$ cat src/rtl/microstep_translator.sv
module microstep_translator #(
  parameter int POS_W  = 6,
  parameter int MODE_W = 3,
  parameter int DATA_W = 8
) (
  input  logic              clk,
  input  logic              rst_n,
  input  logic              sleep,
  input  logic              step_pin,
  input  logic              dir_pin,
  input  logic              cfg_we,
  input  logic              cfg_sel,
  input  logic [DATA_W-1:0] cfg_wdata,
  output logic [DATA_W-1:0] cfg_rdata,
  output logic [POS_W-1:0]  pos,
  output logic              x_neg,
  output logic [POS_W-2:0]  x_idx,
  output logic              y_neg,
  output logic [POS_W-2:0]  y_idx
);
  localparam int QB      = POS_W - 2;
  localparam int QSPAN   = 1 << QB;
  localparam int CMD_BIT = MODE_W + 1;
  localparam logic [POS_W-1:0] HOME = POS_W'(QSPAN / 2);

  logic [MODE_W-1:0] mode_q;
  logic pol_q, cmd_q, pin_q;
  logic ctrl_wr, pos_wr, pin_edge, take_pin, take_cmd, trig, fwd;
  logic [POS_W-1:0] step_sz, grid_mask, base, next_pos, xp;

  assign ctrl_wr  = cfg_we & ~cfg_sel;
  assign pos_wr   = cfg_we & cfg_sel;
  assign pin_edge = step_pin & ~pin_q;
  assign take_pin = pin_edge & ~sleep & ~pos_wr;
  assign take_cmd = cmd_q & ~sleep & ~pos_wr & ~pin_edge;
  assign trig     = take_pin | take_cmd;
  assign fwd      = dir_pin ^ pol_q;

  always_comb begin
    step_sz = POS_W'(1) << QB;
    if (int'(mode_q) < QB) step_sz = POS_W'(1) << mode_q;
  end

  assign grid_mask = step_sz - POS_W'(1);
  assign base      = pos & ~grid_mask;
  assign next_pos  = fwd ? base + step_sz
                         : (((pos & grid_mask) != '0) ? base : base - step_sz);

  always_ff @(posedge clk or negedge rst_n) begin
    if (!rst_n) begin
      mode_q <= '0;
      pol_q  <= 1'b0;
      cmd_q  <= 1'b0;
      pin_q  <= 1'b0;
      pos    <= HOME;
    end else begin
      pin_q <= step_pin;
      if (ctrl_wr) begin
        mode_q <= cfg_wdata[MODE_W-1:0];
        pol_q  <= cfg_wdata[MODE_W];
      end
      if (ctrl_wr && cfg_wdata[CMD_BIT] && !sleep) cmd_q <= 1'b1;
      else if (take_cmd || sleep)                  cmd_q <= 1'b0;
      if (pos_wr)    pos <= cfg_wdata[POS_W-1:0];
      else if (trig) pos <= next_pos;
    end
  end

  function automatic logic [POS_W-2:0] qidx(input logic [POS_W-1:0] p);
    logic [POS_W-2:0] r;
    r = {1'b0, p[QB-1:0]};
    return p[QB] ? (POS_W-1)'(QSPAN) - r : r;
  endfunction

  assign xp    = pos + POS_W'(QSPAN);
  assign y_idx = qidx(pos);
  assign x_idx = qidx(xp);
  assign y_neg = pos[POS_W-1] & (y_idx != '0);
  assign x_neg = xp[POS_W-1] & (x_idx != '0);

  assign cfg_rdata = cfg_sel ? DATA_W'(pos) : DATA_W'({cmd_q, pol_q, mode_q});
endmodule

$ cat config.mk
export PLATFORM = sky130hd
export DESIGN_NAME = microstep_translator
export DESIGN_NICKNAME = d
export VERILOG_FILES = /design/src/rtl/microstep_translator.sv
export SDC_FILE = /design/constraint.sdc
export NUM_CORES = 1
export LEC_CHECK = 0
export ABC_AREA = 0
export ABC_CLOCK_PERIOD_IN_PS = 2600
export CAP_MARGIN = 20
export CORE_MARGIN = 3
export CORE_UTILIZATION = 30
export CTS_CLUSTER_SIZE = 20
export DETAILED_ROUTE_END_ITERATION = 7
export GPL_TIMING_DRIVEN = 0
export SLEW_MARGIN = 20
export SYNTH_ARGS = -nofsm -noshare
export SYNTH_HDL_FRONTEND = slang
export SYNTH_SLANG_ARGS = --single-unit
$ cat constraint.sdc
create_clock -name clk -period 2.6 [get_ports clk]
set_input_delay 0.26 -clock clk [delete_from_list [all_inputs] [get_ports clk]]
set_output_delay 0.26 -clock clk [all_outputs]
set_load 0.05 [all_outputs]
# After elaboration in Yosys (flattened, before gate mapping)
# Index checks and enable logic that the tools add are counted.
# op_classes
addsub	6
n_mul	0
div	0
order_cmp	1
eq_ne	0
n_shift	1
mux	10
bitwise_logic	20
n_reduce_logical	9
# ops
cell	n
2-to-1 mux 6 bit	6
AND 6 bit	2
AND 1 bit	10
2-to-1 mux 5 bit	2
nonzero test 5 bit	2
subtractor 5 x 4 -> 5 bit (first input constant)	2
adder 6 x 5 -> 6 bit (second input constant)	1
adder 6 bit	1
NOT 6 bit	1
nonzero test 6 bit	1
left shift 1 x 3 -> 6 bit (first input constant)	1
subtractor 6 x 1 -> 6 bit (second input constant)	1
subtractor 6 bit	1
NOT 1 bit	5
nonzero test 2 bit	2
< comparator 3 bit (second input constant)	1
logical AND 1 bit	2
2-to-1 mux 1 bit	2
zero test 1 bit	1
logical OR 1 bit	1
OR 1 bit	1
XOR 1 bit	1
# totals
regBits	12
latch_bits	0
ramBits	0
rom_bits	0
inputBits	15
output_inout_bits	26
memories	0

# Logic depth before layout (Yosys ltp)
# logic_depth
ltp_word	10
mapped_depth	11
ltp_nobuf	9

# Least setup slack after synthesis
# No wires, ideal clock.
# synth_timing
kind	register to output
from	register pos[4]
to	output y_neg
arrival_time_ns	4.001
t_required_ns	2.340
path_slack_ns	-1.661
path_stages_with_launch	5
path_cell_list	dfrtp_1 > clkbuf_1 > nor4bb_1 > nor4_1 > a21boi_0
# synth_between
elab_chain_cells	3
# synth_rtl
element	line	rtl
from (decl)	15	output logic [POS_W-1:0] pos,
from (signal assigned)	64	if (pos_wr) pos <= cfg_wdata[POS_W-1:0];
from (signal assigned)	65	else if (trig) pos <= next_pos;
2-to-1 mux 5 bit	72	return p[QB] ? (POS_W-1)'(QSPAN) - r : r;
via y_idx[4]	19	output logic [POS_W-2:0] y_idx
nonzero test 5 bit	78	assign y_neg = pos[POS_W-1] & (y_idx != '0);
AND 1 bit	78	
to (decl)	18	output logic y_neg,
# The timed path passes the listed nets, and every way through them passes these cells.

# Worst setup path in the final report
# layout_timing
from	register pos[1]
to	output x_neg
# layout_between
elab_chain_cells	5
# layout_rtl
element	line	rtl
adder 6 x 5 -> 6 bit (*)	75	assign xp = pos + POS_W'(QSPAN);
subtractor 5 x 4 -> 5 bit	72	
2-to-1 mux 5 bit	72	
nonzero test 5 bit	79	assign x_neg = xp[POS_W-1] & (x_idx != '0);
AND 1 bit (*)	79	
to (decl)	16	output logic x_neg,
# Every way passes the cells marked *; elsewhere a longest branch is shown, timed or not.

==> impl_results.md <==
- Status: finished with violations
- Failing checks: setup timing
- Yosys warns: 0
- Final hold vios: 0
- Max clock buf depth: 2
- Adder-cell share of the synthesized area: 8.11%
- Seq/Total Area, Yosys: 20.4%
- Worst Setup End Kind: output pin
- Max Transition Viols Final: 0
- Ys async rst share: 100%
- Post-synth EDFFs: 0
- Rel. slew slack: 60.9%
- Skew-Pair Late Insertion Delay: 0.25 ns
- Syn-to-layout area delta: 43.2%
- Tot GR Track Use: 14.1%
- # Post-CTS Setup Buffers: 0
- Share of layout cells above drive strength 1: 26.6%
- Vias per cell: 5.07
- Clk slew on worst S/H paths: 0.06 ns
- Overflow after GRT: 0
- RSZ-0062 raised after global routing: true
- Fillcell total: 475
- Worst-path maximum fanout: 10
- Initial core utilization: 32.4%
- Routed Antenna Nets: 0
- Xor-xnor portion of the synthesized cell area: 7.69%
- Final setup vio count: 1
- Synth Area in Compound Gates: 20.5%
- Fmax: 0.377 GHz
- Min Tclk post-route: 2.65 ns
- Port Buf Inserts: 36
- H-tree lvl count: 1
- Clock root buffer: clkbuf_8
- DR iter-0 viols: 81
- Clk_skew: 0.00701 ns
- CTS buffer count: 3
- FF/Latch Area: 307 sq um
- Fin crit share: 102%
- Routed WL: 4.13 mm
- Pleak: 0.915 nW
- Post-synthesis mux area share: 9.64%
- #FFs+latches synth: 12
- DRT Pass-1 Iters: 4
- Core area: 0.00456 sq mm
- Worst EP required: 2.34 ns
- First-pass GRT wire length: 6.83 mm
- R2r setup slk: 0.16 ns
- Setup crit start kind: register
- Hold Buf Count CTS: 0
- CP arrival: 2.39 ns
- Drt drc: 0
- Number of global-route vias before repair: 1426
- Top Ports: 41
- Die area: 0.00581 sq mm
- Drt wl/cell: 14.6 microns
- Hold Crit Class: in -> async
- Power, Total: 1.78 mW
- Detailed Place HPWL: 3.27 mm
- Ys flop type: dfrtp_1
- Die Span Y: 76.2 microns
- N_diodes: 0
- Average footprint of a synthesized cell: 8.32 sq um
- DIE WIDTH: 76.2 microns
- Post-synthesis simple-gate area fraction: 25.0%
- Worst slew pin tran: 0.585 ns
- Hold_ws: 0.366 ns
- Setup Crit Path Kind: reg -> out
- Netlist cell types: 53
- Netlist Area Pre-Place: 0.00148 sq mm
- Max_cap viols: 0
- Largest net degree at the start of global routing: 20
- CP startpoint: pos[1]
- Initial antenna violation count: 0
- PwrDens: 840 mW/mm^2
- Maximum VDD drop: 0.361 mV
- GPL Wtd Cong: 0.839
- Final WS setup: -0.0492 ns
- Reg2reg start: mode_q[2]
- Cells after Synth: 178
- Sink Count: 12
- Final net count: 243
- Row count: 24
- Total number of vias: 1436
- CTS tree: yes
- Main combinational cell family by area after synthesis: simple AND/OR/NAND/NOR gates
- Multi-input gate area: 0.00118 sq mm
==> where the power goes <==
part	leakage (nW)	internal (mW)	switching, mW
Combinational	0.747	0.485	0.825
Sequential	0.139	0.222	0.0374
Clock	0.0288	0.134	0.0766
Total	0.915	0.841	0.939
==> placed cells by master, fill, tap and decap left out, types with 5 or more instances in the layout <==
| cell type | instances |
|---|---|
| nor2_1 | 14 |
| dlymetal6s2s_1 | 5 |
| clkdlybuf4s50_1 | 27 |
| xnor2_1 | 5 |
| nor2b_1 | 6 |
| inv_1 | 5 |
| mux2_2 | 10 |
| o21ai_0 | 6 |
| dfrtp_1 | 7 |
| nand2_1 | 13 |
| a21oi_1 | 6 |
| buf_4 | 6 |
| ha_1 | 6 |
==> metal layers <==
layer	global-route usage (%)	part of all wire, %	routed length [microns]
met1	19.2	47	1950
met2	22.8	45	1870
met3	2.25	5.6	230
met4	3.99	2.0	82
met5	0	0	0
==> worst max-delay path, stage by stage, from the launching register on <==
cell and delay [ns]:
dfrtp_2 0.40, buf_6 0.15, inv_1 0.16, ha_2 0.31, mux2_2 0.28, nor4_1 0.32
a21oi_2 0.09, dlygate4sd2_1 0.43
==> layout make-up <==
class | count | share of cell area [%]
clock buffer | 4 | 2.60
multi-input combinational | 144 | 55.5
tap | 65 | 3.84
sequential | 12 | 14.5
inverter | 7 | 1.24
timing repair buffer | 36 | 17.4
buffer | 15 | 5.02
==> registers in the layout, indices dropped and copies added, names as in the netlist <==
register	flops
pos	6
mode_q	3
cmd_q	1
pin_q	1
pol_q	1
==> final timing paths <==
check | end | cells past startpoint
setup reg to reg | pos[2] | 9
min in group clk | pin_q | 1
hold reg to reg | cmd_q | 2
setup / recovery | x_neg | 7
max in group asynchronous | pos[4] | 1
hold / removal | pos[5] | 1
==> stage by stage <==
stage	utilization [%]	worst slack [ns]	instances	instance area, sq um	setup TNS (ns)
after floorplan	-	0.0114	179	1590	0
after global placement	44.4	-0.281	280	2030	-0.585
after detailed placement	44.4	-0.217	280	2030	-0.501
after CTS	45.8	-0.0564	283	2090	-0.0564
after global routing	46.4	-0.111	283	2120	-0.153
final	46.4	-0.0492	283	2120	-0.0492
==> cell usage after synthesis (all sizes together), types with 4 or more instances <==
master	number	area, sq um
nor2	17	63.8
nand2	13	48.8
buf	11	80.1
dfrtp	11	275
mux2	10	113
ha	8	100
nor3	8	55.1
o21ai	8	40.0
xnor2	8	70.1
a21oi	7	35.0
inv	7	26.3
nor2b	6	37.5
a211oi	5	50.1
clkbuf	5	18.8
xor2	5	43.8
a31oi	4	25.0
==> logic make-up (layout without fill, tap and decap cells) <==
kind of cell | after synthesis | after routing
and+or+nand+nor | 66 | 66
AOI/OAI and AO/OA | 41 | 41
buffers and inverters | 23 | 62
xor gates and xnor gates | 13 | 13
muxes | 13 | 13
DFF | 12 | 12
adders and majority gates | 9 | 9
other | 1 | 2
==> timing repair <==
item,4_1_cts,5_1_grt
pin swaps,0,2
gates resized for setup,8,13
setup endpoints to repair,9,10
Power figures use the tool's default switching activity.
